## src/rtl/icd_pkg.sv

```systemverilog
package icd_pkg;
  // Synchronizer depth used for every comparator bit.
  localparam int unsigned ICD_SYNC_DEPTH = 2;
  // Default number of taps in the measurement line.
  localparam int unsigned ICD_TAPS_DEF = 16;
endpackage

```

## src/rtl/icd_tap_sync.sv

```systemverilog
module icd_tap_sync #(
  parameter int unsigned WIDTH  = icd_pkg::ICD_TAPS_DEF,
  parameter int unsigned STAGES = icd_pkg::ICD_SYNC_DEPTH
) (
  input  logic             clk,
  input  logic             rst_n,
  input  logic [WIDTH-1:0] async_in,
  output logic [WIDTH-1:0] sync_out
);
  logic [WIDTH-1:0] stage_q [STAGES];

  always_ff @(posedge clk or negedge rst_n) begin
    if (!rst_n) stage_q[0] <= '0;
    else        stage_q[0] <= async_in;
  end

  for (genvar s = 1; s < STAGES; s++) begin : g_stage
    always_ff @(posedge clk or negedge rst_n) begin
      if (!rst_n) stage_q[s] <= '0;
      else        stage_q[s] <= stage_q[s-1];
    end
  end

  assign sync_out = stage_q[STAGES-1];
endmodule

```

## src/rtl/icd_condition.sv

```systemverilog
module icd_condition #(
  parameter int unsigned WIDTH = icd_pkg::ICD_TAPS_DEF
) (
  input  logic [WIDTH-1:0] sampled,
  output logic [WIDTH-1:0] filled
);
  logic [WIDTH-1:0] true_sense;

  // Odd taps were compared against the inverted reference.
  for (genvar i = 0; i < WIDTH; i++) begin : g_pol
    if ((i % 2) == 1) begin : g_odd
      assign true_sense[i] = ~sampled[i];
    end else begin : g_even
      assign true_sense[i] = sampled[i];
    end
  end

  // A lone zero between two ones is a bubble; the end taps are never filled.
  for (genvar i = 0; i < WIDTH; i++) begin : g_fill
    if (i == 0 || i == WIDTH - 1) begin : g_edge
      assign filled[i] = true_sense[i];
    end else begin : g_mid
      assign filled[i] = true_sense[i] | (true_sense[i-1] & true_sense[i+1]);
    end
  end
endmodule

```

## src/rtl/icd_boundary.sv

```systemverilog
module icd_boundary #(
  parameter int unsigned WIDTH = icd_pkg::ICD_TAPS_DEF
) (
  input  logic [WIDTH-1:0] filled,
  output logic [WIDTH-1:0] pass_next,
  output logic [WIDTH-1:0] inj_next
);
  logic [WIDTH-1:0] run;

  // Prefix AND: run[i] is one only while every tap up to i is one.
  assign run[0] = filled[0];
  for (genvar i = 1; i < WIDTH; i++) begin : g_run
    assign run[i] = run[i-1] & filled[i];
  end

  // Unit 0 always passes, so an empty run still yields k = 0.
  assign pass_next = run | {{(WIDTH-1){1'b0}}, 1'b1};

  // Injection point is the last passing unit.
  for (genvar i = 0; i < WIDTH; i++) begin : g_inj
    if (i == WIDTH - 1) begin : g_top
      assign inj_next[i] = pass_next[i];
    end else begin : g_low
      assign inj_next[i] = pass_next[i] & ~pass_next[i+1];
    end
  end
endmodule

```

## src/rtl/inj_ctrl_decoder.sv

```systemverilog
module inj_ctrl_decoder #(
  parameter int unsigned N_TAPS = icd_pkg::ICD_TAPS_DEF
) (
  input  logic              clk,
  input  logic              rst_n,
  input  logic [N_TAPS-1:0] tap_raw,
  input  logic              meas_stb,
  output logic              ctrl_valid,
  output logic [N_TAPS-1:0] inj_vec,
  output logic [N_TAPS-1:0] pass_vec
);
  localparam logic [N_TAPS-1:0] UNIT0 = {{(N_TAPS-1){1'b0}}, 1'b1};

  logic [N_TAPS-1:0] tap_sync;
  logic [N_TAPS-1:0] tap_filled;
  logic [N_TAPS-1:0] pass_d;
  logic [N_TAPS-1:0] inj_d;

  icd_tap_sync #(.WIDTH(N_TAPS), .STAGES(icd_pkg::ICD_SYNC_DEPTH)) u_sync (
    .clk      (clk),
    .rst_n    (rst_n),
    .async_in (tap_raw),
    .sync_out (tap_sync)
  );

  icd_condition #(.WIDTH(N_TAPS)) u_cond (
    .sampled (tap_sync),
    .filled  (tap_filled)
  );

  icd_boundary #(.WIDTH(N_TAPS)) u_bound (
    .filled    (tap_filled),
    .pass_next (pass_d),
    .inj_next  (inj_d)
  );

  always_ff @(posedge clk or negedge rst_n) begin
    if (!rst_n) begin
      ctrl_valid <= 1'b0;
      inj_vec    <= UNIT0;
      pass_vec   <= UNIT0;
    end else begin
      ctrl_valid <= meas_stb;
      if (meas_stb) begin
        inj_vec  <= inj_d;
        pass_vec <= pass_d;
      end
    end
  end


  inj_onehot_chk: assert property (@(posedge clk) disable iff (!rst_n)
    $onehot(inj_vec));


  no_inject_without_pass_chk: assert property (@(posedge clk) disable iff (!rst_n)
    (inj_vec & ~pass_vec) == '0);


  pass_thermometer_chk: assert property (@(posedge clk) disable iff (!rst_n)
    pass_vec[0] && ((pass_vec & (pass_vec + UNIT0)) == '0));


  valid_after_strobe_chk: assert property (@(posedge clk) disable iff (!rst_n)
    meas_stb |=> ctrl_valid);


  hold_without_strobe_chk: assert property (@(posedge clk) disable iff (!rst_n)
    !meas_stb |=> (!ctrl_valid && $stable(inj_vec) && $stable(pass_vec)));
endmodule

```

## config.mk

```make
export PLATFORM = sky130hd
export DESIGN_NAME = inj_ctrl_decoder
export DESIGN_NICKNAME = d
export VERILOG_FILES = /design/src/rtl/icd_pkg.sv /design/src/rtl/icd_tap_sync.sv /design/src/rtl/icd_condition.sv /design/src/rtl/icd_boundary.sv /design/src/rtl/inj_ctrl_decoder.sv
export SDC_FILE = /design/constraint.sdc
export NUM_CORES = 1
export LEC_CHECK = 0
export BUFFER_PORTS_ARGS = -buffer_cell sky130_fd_sc_hd__buf_2
export CAP_MARGIN = 10
export CORE_MARGIN = 2
export CORE_UTILIZATION = 50
export CTS_CLUSTER_SIZE = 25
export DETAILED_ROUTE_END_ITERATION = 8
export PLACE_DENSITY = 0.75
export SLEW_MARGIN = 20
export SYNTH_ARGS = -nofsm -noshare
export SYNTH_HDL_FRONTEND = slang
export SYNTH_SLANG_ARGS = --single-unit
```

## constraint.sdc

```tcl
create_clock -name clk -period 1.7 [get_ports clk]
set_input_delay 0.085 -clock clk [delete_from_list [all_inputs] [get_ports clk]]
set_output_delay 0.085 -clock clk [all_outputs]
set_load 0.01 [all_outputs]
```

==> After elaboration in Yosys (flattened, before gate mapping) <==
Index checks and enable logic that the tools add are counted.
Widths: inputs -> output; s select.
{ "totals": {"regBits": 64, "inputBits": 19, "wordCells": 85} }
{ "op_classes": {"bitwise": 80} }
{ "ops": {"columns": ["operator", "n"], "rows": [
  ["$and 1x1->1", 43],
  ["$not 1->1", 23],
  ["$or 1x1->1", 14]
]} }

==> Longest topological paths before layout <==
Gate-level depths: netlist of run 1.
{ "logic_depth": {"depth_word": 19, "mapped_depth": 5, "mapped_depth_nobuf": 4} }

==> By module <==
A second synthesis of run 1 with hierarchy kept.
{ "hier_totals": {"hier_cells": 183, "hier_area_um2": 2743.9} }
{ "by_module_without_submodules": {"columns": ["mod", "instances", "cells_each", "area_per_inst_um2"], "rows": [
  ["inj_ctrl_decoder", 1, 69, 1372.6],
  ["icd_tap_sync", 1, 48, 920.9],
  ["icd_boundary", 1, 50, 316.6],
  ["icd_condition", 1, 16, 133.9]
]} }

==> Least setup slack after synthesis of run 1 <==
Ideal clock, no wire load.
{ "synth_timing": {"path_type": "register to register", "start": "register u_sync.stage_q, in the netlist u_sync.sync_out[7]", "end": "register pass_vec[14]", "setup_time_ns": 0.101, "arrival_time_ns": 1.361, "required_time_ns": 1.599, "setup_slack_ns": 0.238, "stages_incl_launch_ff": 5, "n_path_buf": 0, "period_less_slack_ns": 1.462, "path_cell_list": "dfrtp_1 -> o21ba_1 -> a2111oi_4 -> nand2b_2 -> o32ai_1"} }
{ "synth_via": {"elab_chain_cells": 12, "word_cells_on_any_way": 15, "cone_classes": "bitwise: 15"} }
{ "synth_rtl": {"columns": ["element", "line", "text"], "rows": [
  ["from (decl)", "icd_tap_sync.sv:10", "logic [WIDTH-1:0] stage_q [STAGES];"],
  ["from (signal, indexed assignment)", "icd_tap_sync.sv:20", "else stage_q[s] <= stage_q[s-1];"],
  ["$not 1->1 *", "icd_condition.sv:12", "assign true_sense[i] = ~sampled[i];"],
  ["$and 1x1->1", "icd_condition.sv:23", "assign filled[i] = true_sense[i] | (true_sense[i-1] & true_sense[i+1]);"],
  ["$or 1x1->1", "icd_condition.sv:23", null],
  ["$and 1x1->1 (2 in series)", "icd_boundary.sv:13", "assign run[i] = run[i-1] & filled[i];"],
  ["$and 1x1->1 * (7 in series)", "icd_boundary.sv:13", null],
  ["to (signal assigned)", "inj_ctrl_decoder.sv:46", "pass_vec <= pass_d;"],
  ["to (decl)", "inj_ctrl_decoder.sv:10", "output logic [N_TAPS-1:0] pass_vec"]
]} }
Every way passes the cells marked *; elsewhere a longest branch is shown, timed or not.
A chain may end at the register's enable or synchronous reset.

==> Final worst setup path of run 1 <==
{ "layout_timing": {"start": "register u_sync.stage_q, in the netlist u_sync.sync_out[9]", "end": "register inj_vec[15]"} }
{ "layout_via": {"elab_chain_cells": 11, "word_cells_on_any_way": 14, "cone_classes": "bitwise: 14"} }
{ "layout_rtl": {"columns": ["element", "line", "text"], "rows": [
  ["$not 1->1 *", "icd_condition.sv:12", null],
  ["$and 1x1->1", "icd_condition.sv:23", null],
  ["$or 1x1->1", "icd_condition.sv:23", null],
  ["$and 1x1->1 (2 in series)", "icd_boundary.sv:13", null],
  ["$and 1x1->1 * (6 in series)", "icd_boundary.sv:13", null],
  ["to (signal assigned)", "inj_ctrl_decoder.sv:45", "inj_vec <= inj_d;"],
  ["to (decl)", "inj_ctrl_decoder.sv:9", "output logic [N_TAPS-1:0] inj_vec,"]
]} }
Marked as above.

==> results of run 1 <==
==> flip-flops by register name, indices dropped and copies added, names as in the netlist <==
signal           flops
u_sync.stage_q      16
ctrl_valid           1
u_sync.sync_out     16
inj_vec             16
pass_vec            14
==> worst max-delay path by stage <==
stage,endpoint,slack [ns]
3_3_place_gp,inj_vec[6],0.12
3_5_place_dp,inj_vec[13],0.07
4_1_cts,inj_vec[6],0.05
2_1_floorplan,pass_vec[14],0.24
6_report,inj_vec[15],0.07
5_1_grt,inj_vec[15],-0.009
==> Yosys cell counts <==
cell type / number / share of area
a21oi_1: 1 / 0.0022
o21bai_2: 1 / 0.0051
nor2b_1: 3 / 0.0084
conb_1: 1 / 0.0017
o21bai_1: 1 / 0.0034
o31ai_1: 1 / 0.0034
nand4_1: 2 / 0.0056
inv_1: 29 / 0.049
buf_4: 2 / 0.0067
nand2b_2: 1 / 0.0039
a21o_1: 1 / 0.0034
a2111oi_4: 1 / 0.012
o32ai_1: 7 / 0.028
nand4_2: 1 / 0.0056
a31o_2: 1 / 0.0039
nand3b_1: 1 / 0.0034
mux2_2: 1 / 0.0051
dfrtp_1: 62 / 0.70
dfstp_2: 1 / 0.012
nor2_1: 8 / 0.013
clkbuf_1: 5 / 0.0084
nand4b_1: 1 / 0.0039
a31oi_1: 1 / 0.0028
o211ai_1: 1 / 0.0034
nand2b_1: 5 / 0.014
o41ai_1: 1 / 0.0039
o21ai_0: 6 / 0.013
o22ai_1: 13 / 0.037
nor3_1: 1 / 0.0022
buf_2: 1 / 0.0022
a21boi_0: 1 / 0.0034
or3b_2: 1 / 0.0039
o21ba_1: 1 / 0.0045
nand2_1: 6 / 0.010
nand3_1: 4 / 0.0090
and4b_1: 1 / 0.0045
==> per-layer routing <==
layer / GRT usage / vias to the layer above / share of wire
li1: - / 740 / -
met1: 0.265 / 745 / 0.46
met2: 0.272 / 48 / 0.47
met3: 0.0470 / 14 / 0.042
met4: 0.115 / 0 / 0.029
met5: 0 / - / 0
==> kinds of logic after synthesis <==
logic type | Yosys count | share of synthesized area
flops | 63 | 0.709
compound gates | 38 | 0.129
buf+inv | 37 | 0.0664
simple gates | 35 | 0.0883
mux | 1 | 0.00506
other cells | 1 | 0.00169
==> through the flow <==
stage | worst slack, ns | total power, uW | area, um^2 | instances | setup TNS, ns
2_1_floorplan | 0.238 | 1730 | 2220 | 175 | 0
3_3_place_gp | 0.123 | 1840 | 2550 | 274 | 0
3_5_place_dp | 0.0722 | 1840 | 2550 | 274 | 0
4_1_cts | 0.0492 | 3580 | 2990 | 307 | 0
5_1_grt | -0.00914 | 3690 | 3010 | 307 | -0.0167
6_report | 0.0737 | 3570 | 3010 | 307 | 0
==> what timing repair did <==
action / in CTS / in global routing
endpoints found under the hold margin: 78 / 0
endpoints found under the setup margin: 0 / 15
gates resized for setup: 0 / 4
hold buffers: 17 / 0
==> worst reg2reg max path, cell delays in order, from the launching register on <==
cell	delay [ns]
dfrtp_1	0.42
o21ba_1	0.25
a2111oi_4	0.41
nand2b_2	0.13
o32ai_1	0.32
==> power by group through the flow <==
| stage | Sequential (uW) | Combinational [uW] | Clock [uW] |
|---|---|---|---|
| after global placement | 1630 | 204 | 0 |
| after detailed placement | 1640 | 206 | 0 |
| after global routing | 1620 | 267 | 1810 |
| final | 1610 | 241 | 1720 |
| after CTS | 1610 | 237 | 1730 |
| after floorplan | 1640 | 91.2 | 0 |
==> area by class of cell <==
type / instances / area (um^2) / area share
sequential: 63 / 1580 / 0.524
multi-input combinational: 75 / 520 / 0.173
timing repair buffer: 72 / 470 / 0.156
clock inverter: 7 / 145 / 0.0482
clock buffer: 9 / 124 / 0.0411
inverter: 29 / 109 / 0.0361
tap: 52 / 65.1 / 0.0216
==> summary.md, run 1 <==
| Metric | Value |
|---|---|
| Pleak | 0.00145 uW |
| Slowest CP cell | dfrtp_1 |
| Worst Hold Margin | 0.137 ns |
| Detailed Route WL | 4.41 mm |
| Die Y | ~71 um |
| Setup slack, reg-to-reg | roughly 0.074 ns |
| Antenna cell count | 0 |
| Gate Count Post-Synth | ~180 |
| CORE AREA | 0.00432 mm^2 |
| Crit. path cell count | 4 |
| Path depth of the worst reg2reg path | 4 |
| Synthesized area | 0.00222 mm^2 |
| Worst Hold End | inj_vec[3] |
| Dpl hpwl | 2.63 mm |
| Yosys reg bits | 63 |
| Most frequent cells in the layout | dfrtp_1, buf_2, inv_1 |
| Hold Vio Cnt, Final | 0 |
| Clock power share | 0.481 |
| Worst Path Arrival | 1.86 ns |
| Clk pin slew, worst setup/hold paths | 0.07 ns |
| Post-route ant nets | 0 |
| Global-route wire length before repair | 7.16 mm |
| Switch share | 0.214 |
| Starting Density | 0.514 |
| Pwr dens | 1180 mW/mm^2 |
| Crit. Startpoint | u_sync.sync_out[9] |
| Num CTS Buffers | 9 |
| H-tree depth | 3 |
| Peak supply drop | between 0.7 and 0.8 mV |
| Critical path's largest stage delay | 0.42 ns |
| Sink Count | 63 |
| Nets | 269 |
| Area Growth Syn to Fin | 35.4% |
| Worst reg2reg endpoint | inj_vec[15] |
| Routability-driven placement congestion ratio | 0.782 |
| RSZ-0062 raised after global routing | yes |
| Max Cap Viol | 0 |
| CP bufs+invs | 0 |
| Die X | 70.7 um |
| Clk_skew | 0.00542 ns |
| DR WL/cell | 14.4 um |
| CTS tree | yes |
| Tot GR Track Use | 0.190 |
| Seq pwr share | 0.452 |
| Crit start category | flop |
| Cell row count | 24 |
| Critical path class | reg2reg |
| Post-layout util | 0.697 |
| Critical Path RT | 1.93 ns |
| Final setup fails | 0 |
| Vias in the first global route | 1,465 |
| Initial DRC Count | 121 |
| Die area | approximately 0.005 mm^2 |
| Clock latency on the worst-skew pair | 0.34 ns |
| Worst setup EP type | flop |
| Max-slew violations | 0 |
| Share of layout cells above drive strength 1 | 0.322 |
| Final period util | 0.957 |
| Worst r2r src | u_sync.sync_out[9] |
| Detailed-route via count | 1,547 |
| Sw power | 765 uW |
| Synthesized Nets | 194 |
| Syn Area/Cell | 12.7 um^2 |
| # fillers | 310 |
| Int Power | 2800 uW |
| Synth cell types | 36 |
| Register area share after synthesis | 0.709 |
| Hold Crit Start | meas_stb |
| Yosys Warn Count | 0 |
| Hold Crit Depth | 2 |
| Status | completed |
| DRC errors left | 0 |
| CP top delay family | compound AO/OA/AOI/OAI gates |
| Setup Fix Bufs, Post-CTS | 0 |
| CTS root buf | clkbuf_8 |
| Antenna violations before repair | 0 |
| Fmax | 615 MHz |
| Largest net degree at the start of global routing | 64 |
| Most common cell after layout, fill and taps aside | dfrtp_1 |
| CP Cell Sequence | o21ba_1 -> a2111oi_4 -> nand2b_2 -> o32ai_1 |
| Comb power frac | 0.067 |
| Port Buffers | 50 |
| Tmin final | 1.63 ns |
| Hold Crit Class | in2reg |
| Gr ovfl total | 0 |
| Drt pass-1 iters | 4 |
| Clock Path Buffers | 2 |
| CP max FO | 4 |
| Total I/O pin count | between 50 and 60 |
| Vias per cell | 5.04 |
No activity file was read; power rests on OpenSTA's default activity.
==> run 2, diff against run 1 <==
--- a/config.mk
+++ b/config.mk
@@ -5,13 +5,14 @@
 export SDC_FILE = /design/constraint.sdc
 export NUM_CORES = 1
 export LEC_CHECK = 0
+export ABC_AREA = 1
 export BUFFER_PORTS_ARGS = -buffer_cell sky130_fd_sc_hd__buf_2
 export CAP_MARGIN = 10
 export CORE_MARGIN = 2
 export CORE_UTILIZATION = 50
 export CTS_CLUSTER_SIZE = 25
 export DETAILED_ROUTE_END_ITERATION = 8
-export PLACE_DENSITY = 0.75
+export PLACE_DENSITY = 0.76
 export SLEW_MARGIN = 20
 export SYNTH_ARGS = -nofsm -noshare
 export SYNTH_HDL_FRONTEND = slang
==> summary.md, run 2 <==
| Metric | Value |
|---|---|
| Synth cell count leaders | dfrtp_1, nand2_1, o21ai_0 |
| Most common cell after layout, fill and taps aside | dfrtp_1 |
| Max-slew violations | 0 (unchanged) |
| Rel. slew slack | 0.584 |
| Die area | 0.00474 mm^2 (-5.1%) |
| Most frequent cell after synthesis | dfrtp_1 |
| H-tree depth | 3 (unchanged) |
| Die X | 68.9 um (-2.6%) |
| Post-route ant nets | 0 (unchanged) |
| CP max FO | 5 (+1) |
| # fillers | 288 (-7.1%) |
| Crit start category | flop |
| Share of layout cells above drive strength 1 | 0.318 (-0.00339) |
| Vias per cell | 4.67 (-7.3%) |
| Global-route wire length before repair | 6.05 mm (-15%) |
| Routability-driven placement congestion ratio | 0.740 (-5.3%) |
| Worst-Margin Slew | about 0.62 ns |
| Syn Area/Cell | 12.1 um^2 (-4.9%) |
| Starting Density | 0.522 (+0.00789) |
| Yosys Warn Count | 0 (unchanged) |
| Worst Path Arrival | 1.86 ns (about the same) |
| Hold Crit Class | in2reg |
| Async set-reset flop share out of synthesis | 1.00 (unchanged) |
| Gr ovfl total | 0 (unchanged) |
| Tot GR Track Use | 0.187 (-0.00350) |
| Sink Count | 63 (unchanged) |
| Path depth of the worst reg2reg path | 7 (+3) |
| Ys flop type | dfrtp_1 |
| Vias in the first global route | 1,370 (-6.5%) |
| Pleak | 0.00156 uW (+7.3%) |
| Critical path's largest stage delay | 0.39 ns (-0.03 ns) |
| Final setup fails | 0 (unchanged) |
| Worst reg2reg endpoint | inj_vec[13] |
| DP Area | 0.00246 mm^2 (-3.6%) |
| Gate Count Post-Synth | 174 (-0.57%) |
| Worst setup EP type | flop |
| Final period util | 0.938 (-0.0190) |
| Pwr dens | 1120 mW/mm^2 (-5.6%) |
| Largest net degree at the start of global routing | 31 (-52%) |
| Initial DRC Count | 154 (+27%) |
| DRC errors left | 0 (unchanged) |
| Status | completed |
| Port Buffers | 50 (unchanged) |
| Cell row count | 23 (-4.2%) |
| Worst r2r src | u_sync.sync_out[5] |
| Post-synth top area share | 0.737 (+0.0398) |
| Detailed Route WL | 3.92 mm (-11%) |
| Clk_skew | 0.00857 ns (+0.00315 ns) |
| Fmax | 627 MHz (+2.0%) |
| Setup slack, reg-to-reg | 0.11 ns (+0.03 ns) |
| Slowest CP cell | dfrtp_1 |
| Antenna violations before repair | 0 (unchanged) |
| Yosys reg bits | 63 (unchanged) |
| CTS root buf | clkbuf_8 |
| Synthesized Nets | 193 (-0.52%) |
| Critical path class | reg2reg |
| Detailed-route via count | 1,466 (-5.2%) |
| Clock latency on the worst-skew pair | 0.33 ns (about the same) |
| Post-layout util | 0.719 (+0.0222) |
| Post-route cell area | 0.00290 mm^2 (-3.9%) |
| Max Cap Viol | 0 (unchanged) |
| Synthesized area | 0.00210 mm^2 (-5.4%) |
| Clk pin slew, worst setup/hold paths | 0.07 ns (about the same) |
| CTS tree | yes |
| Clock Path Buffers | 2 (unchanged) |
| Die Y | 68.9 um (-2.6%) |
| Dpl hpwl | 2.59 mm (-1.3%) |
| Nets | 278 (+3.3%) |
| Num CTS Buffers | 9 (unchanged) |
| Hold Crit Depth | 1 (-1) |
| Drt pass-1 iters | 4 (unchanged) |
| Hold Vio Cnt, Final | 0 (unchanged) |
| Number of synthesized flops with an enable pin | 0 (unchanged) |
| Synth cell types | 22 (-39%) |
| Total I/O pin count | 52 (unchanged) |
| Register area share after synthesis | 0.750 (+0.0405) |
| Tmin final | 1.59 ns (-0.0323 ns) |
| Worst Hold End | ctrl_valid |
| CP Cell Sequence | o21ai_1 -> nand4_4 -> nor2_4 -> nand4_4 -> nor2_4 -> nand2_2 -> o21ai_2 |
| Critical Path RT | 1.97 ns (+0.04 ns) |
| Hold Crit Start | meas_stb |
| DR WL/cell | 12.5 um (-13%) |
| Area Growth Syn to Fin | 37.6% |
| Most frequent cells in the layout | dfrtp_1, buf_2, nand2_1 |
| Antenna cell count | 0 (unchanged) |
| Largest cells by area after synthesis | dfrtp_1, nand2_1, o21ai_0 |
| Post-synth top area cell | dfrtp_1 |
| CORE AREA | 0.00403 mm^2 (-6.8%) |
| Peak supply drop | 0.926 mV (+23%) |
[run 2: changes by cell type in the layout (fill, tap and decap cells not counted), moves of 3 or more]
cell	before	now
buf_4	4	12
inv_1	29	16
nand2_1	6	48
nand2b_1	5	0
nor2_1	8	2
nor2_4	0	3
nor2b_1	3	0
o21ai_0	6	18
o21ai_1	0	4
o22ai_1	13	0
o32ai_1	6	0
[run 2: layout make-up]
| class | instances | area [um^2] | area share |
|---|---|---|---|
| tap | 50 | 62.6 | 0.0216 |
| inverter | 17 | 63.8 | 0.0220 |
| sequential | 63 | 1580 | 0.545 |
| clock buffer | 13 | 159 | 0.0549 |
| multi-input combinational | 89 | 450 | 0.156 |
| timing repair buffer | 79 | 518 | 0.179 |
| clock inverter | 3 | 65.1 | 0.0225 |
[run 2: worst max-delay path: cells and delay by family (launching register included)]
family,cells,cell delay (ns)
AND/OR/NAND/NOR,5,0.74
AO/OA/AOI/OAI,2,0.40
flip-flops,1,0.39
[run 2: timing repair]
item,4_1_cts,5_1_grt
setup endpoints to repair,0,5
hold endpoints to repair,44,0
setup buffers,0,3
hold buffers,18,0
gates resized for setup,0,5
[run 2: power breakdown]
part           total (uW)  switching [uW]  internal (uW)
sequential           1590            26.2           1570
clock                1430             524            905
combinational         218             124           94.1
[run 2: cell families (layout without fill, tap and decap cells)]
group	Yosys count	count (layout)	synth area share
compound gates	26	26	0.0678
buf+inv	22	112	0.0428
flops	63	63	0.750
other cells	1	1	0.00178
simple gates	62	62	0.138
[run 2: worst max-delay path by stage]
stage                  startpoint          end  slack [ns]  cells past startpoint
5_1_grt        u_sync.sync_out[6]  inj_vec[12]       -0.02                      8
6_report       u_sync.sync_out[5]  inj_vec[13]        0.11                      7
4_1_cts        u_sync.sync_out[5]  inj_vec[13]        0.13                      7
2_1_floorplan  u_sync.sync_out[5]  inj_vec[13]        0.23                      7
3_3_place_gp   u_sync.sync_out[6]  inj_vec[13]        0.19                      8
3_5_place_dp   u_sync.sync_out[5]  inj_vec[13]        0.14                      7
[run 2: per-layer routing]
| metal | share of wire | global-route usage | up-vias |
|---|---|---|---|
| li1 | - | - | 718 |
| met1 | 0.43 | 0.229 | 708 |
| met2 | 0.51 | 0.294 | 36 |
| met3 | 0.044 | 0.0633 | 4 |
| met4 | 0.014 | 0.0956 | 0 |
| met5 | 0 | 0 | - |
[run 2: metrics by stage]
| stage | setup TNS, ns | hold slack [ns] | worst slack (ns) | total power [uW] | instances |
|---|---|---|---|---|---|
| after CTS | 0 | 0.316 | 0.129 | 3250 | 312 |
| after global routing | -0.0172 | 0.0703 | -0.0172 | 3360 | 314 |
| after global placement | 0 | 0.133 | 0.188 | 1790 | 278 |
| after floorplan | 0 | -0.211 | 0.230 | 1690 | 174 |
| final | 0 | 0.0586 | 0.106 | 3240 | 314 |
| after detailed placement | 0 | 0.134 | 0.140 | 1800 | 278 |
==> run 3, diff against run 2 <==
--- a/config.mk
+++ b/config.mk
@@ -13,6 +13,7 @@
 export CTS_CLUSTER_SIZE = 25
 export DETAILED_ROUTE_END_ITERATION = 8
 export PLACE_DENSITY = 0.76
+export RECOVER_POWER = 50
 export SLEW_MARGIN = 20
 export SYNTH_ARGS = -nofsm -noshare
 export SYNTH_HDL_FRONTEND = slang
==> summary.md, run 3 (same netlist as run 2, synthesis figures left out) <==
| Metric | Value |
|---|---|
| Status | completed |
| Total I/O pin count | 52 (unchanged) |
| Worst reg2reg endpoint | inj_vec[13] |
| Dpl hpwl | 2.59 mm (unchanged) |
| Drt pass-1 iters | 4 (unchanged) |
| CP Cell Sequence | o21ai_1 -> nand4_4 -> nor2_4 -> nand4_4 -> nor2_4 -> nand2_2 -> o21ai_2 |
| Most common cell after layout, fill and taps aside | dfrtp_1 |
| Detailed Route WL | 3.91 mm (-0.28%) |
| Post-route cell area | 0.00287 mm^2 (-0.78%) |
| Path depth of the worst reg2reg path | 7 (unchanged) |
| Vias in the first global route | 1,370 (unchanged) |
| Detailed-route via count | 1,451 (-1.0%) |
| Most frequent cells in the layout | dfrtp_1, nand2_1, buf_2 |
| Area Growth Syn to Fin | 36.6% |
| Worst-Margin Slew | 0.695 ns (+0.0717 ns) |
| Critical path class | reg2reg |
| Clock latency on the worst-skew pair | 0.33 ns (about the same) |
| Tmin final | 1.59 ns (+0.000524 ns) |
| Max Cap Viol | 0 (unchanged) |
| Hold Vio Cnt, Final | 0 (unchanged) |
| Slowest CP cell | dfrtp_1 |
| Die area | 0.00474 mm^2 (unchanged) |
| Final setup fails | 0 (unchanged) |
| DR WL/cell | 12.5 um (-0.28%) |
| CP max FO | 5 (unchanged) |
| Num CTS Buffers | 9 (unchanged) |
| Pleak | 0.00148 uW (-4.8%) |
| H-tree depth | 3 (unchanged) |
| Hold Crit Class | in2reg |
| Tot GR Track Use | 0.187 (unchanged) |
| Global-route wire length before repair | 6.05 mm (unchanged) |
| Rel. slew slack | 0.537 (-0.0478) |
| Final setup margin | 0.106 ns (-0.000524 ns) |
| Sink Count | 63 (unchanged) |
| Critical Path RT | 1.96 ns (about the same) |
| Die Y | 68.9 um (unchanged) |
| # fillers | 297 (+3.1%) |
| Post-layout util | 0.713 (-0.00559) |
| Port Buffers | 50 (unchanged) |
| Gr ovfl total | 0 (unchanged) |
| Nets | 278 (unchanged) |
| DRC errors left | 0 (unchanged) |
| Cell row count | 23 (unchanged) |
| Starting Density | 0.522 (unchanged) |
| Clk pin slew, worst setup/hold paths | 0.07 ns (about the same) |
| Pre-CTS setup slack | 0.140 ns (unchanged) |
| Initial DRC Count | 154 (unchanged) |
| Antenna cell count | 0 (unchanged) |
| Worst setup EP type | flop |
| Crit start category | flop |
| Largest net degree at the start of global routing | 31 (unchanged) |
| Die X | 68.9 um (unchanged) |
| CTS tree | yes |
| Routability-driven placement congestion ratio | 0.740 (unchanged) |
| CP Capture Point | inj_vec[13] |
| Share of layout cells above drive strength 1 | 0.258 (-0.0606) |
| Clock Path Buffers | 2 (unchanged) |
| Critical path's largest stage delay | 0.39 ns (about the same) |
| Sum of negative setup slack | 0 ns (unchanged) |
| Peak supply drop | 0.929 mV (+0.31%) |
| Worst Path Arrival | 1.86 ns (about the same) |
| Post-route ant nets | 0 (unchanged) |
| Crit. Startpoint | u_sync.sync_out[5] |
| Clk_skew | 0.00872 ns (+0.000148 ns) |
| Setup slack, reg-to-reg | 0.11 ns (about the same) |
| Final period util | 0.938 (about the same) |
| Max-slew violations | 0 (unchanged) |
| Fmax | 627 MHz (about the same) |
| DP Area | 0.00246 mm^2 (unchanged) |
| Antenna violations before repair | 0 (unchanged) |
| Pwr dens | 1120 mW/mm^2 (+0.58%) |
| Vias per cell | 4.62 (-1.0%) |
| CORE AREA | 0.00403 mm^2 (unchanged) |
| Worst r2r src | u_sync.sync_out[5] |
| CTS root buf | clkbuf_8 |
[run 3: how the worst min path moves through the flow]
stage / startpoint / end / slack, ns / depth (start not counted)
finish: meas_stb / ctrl_valid / 0.13 / 1
global route: meas_stb / ctrl_valid / 0.13 / 1
CTS: rst_n / inj_vec[14] / 0.32 / 2
detailed placement: rst_n / u_sync.stage_q[16] / 0.13 / 1
global placement: rst_n / u_sync.stage_q[16] / 0.13 / 1
floorplan: rst_n / ctrl_valid / -0.21 / 0
[run 3: metal layers]
layer | track usage | routed length [um] | up-vias
met5 | 0 | 0 | -
li1 | - | - | 718
met4 | 0.0956 | 44 | 0
met1 | 0.229 | 1660 | 691
met3 | 0.0633 | 190 | 4
met2 | 0.294 | 2020 | 38
[run 3: cell type report]
class | count | area, um^2 | area share
repair buffers | 79 | 495 | 0.172
clock buffers | 13 | 159 | 0.0553
multi-input cells | 89 | 450 | 0.157
well taps | 50 | 62.6 | 0.0218
clock inverters | 3 | 65.1 | 0.0226
inverters | 17 | 63.8 | 0.0222
flip-flops and latches | 63 | 1580 | 0.549
[run 3: report_power, final]
group          internal, uW  total [uW]  switching [uW]  leakage, uW
logic                  89.3         213             124     0.000576
registers              1570        1590            26.3     0.000793
clock network           905        1430             522     0.000114
[run 3: what timing repair did]
action | 4_1_cts | 5_1_grt
gates resized for setup | 0 | 5
endpoints found under the hold margin | 44 | 0
buffers inserted | 0 | 3
hold buffers | 18 | 0
endpoints found under the setup margin | 0 | 5
[run 3: worst max-delay path: cells and delay by family, from the launching register on]
family | cells | cell delay [ns]
AND/OR/NAND/NOR | 5 | 0.74
flip-flops | 1 | 0.39
AO/OA/AOI/OAI | 2 | 0.40
[run 3: stage by stage]
stage | total power, uW | instances | hold WS [ns]
finish | 3230 | 314 | 0.129
global route | 3350 | 314 | 0.133
CTS | 3250 | 312 | 0.316
detailed placement | 1800 | 278 | 0.134
global placement | 1790 | 278 | 0.133
floorplan | 1690 | 174 | -0.211
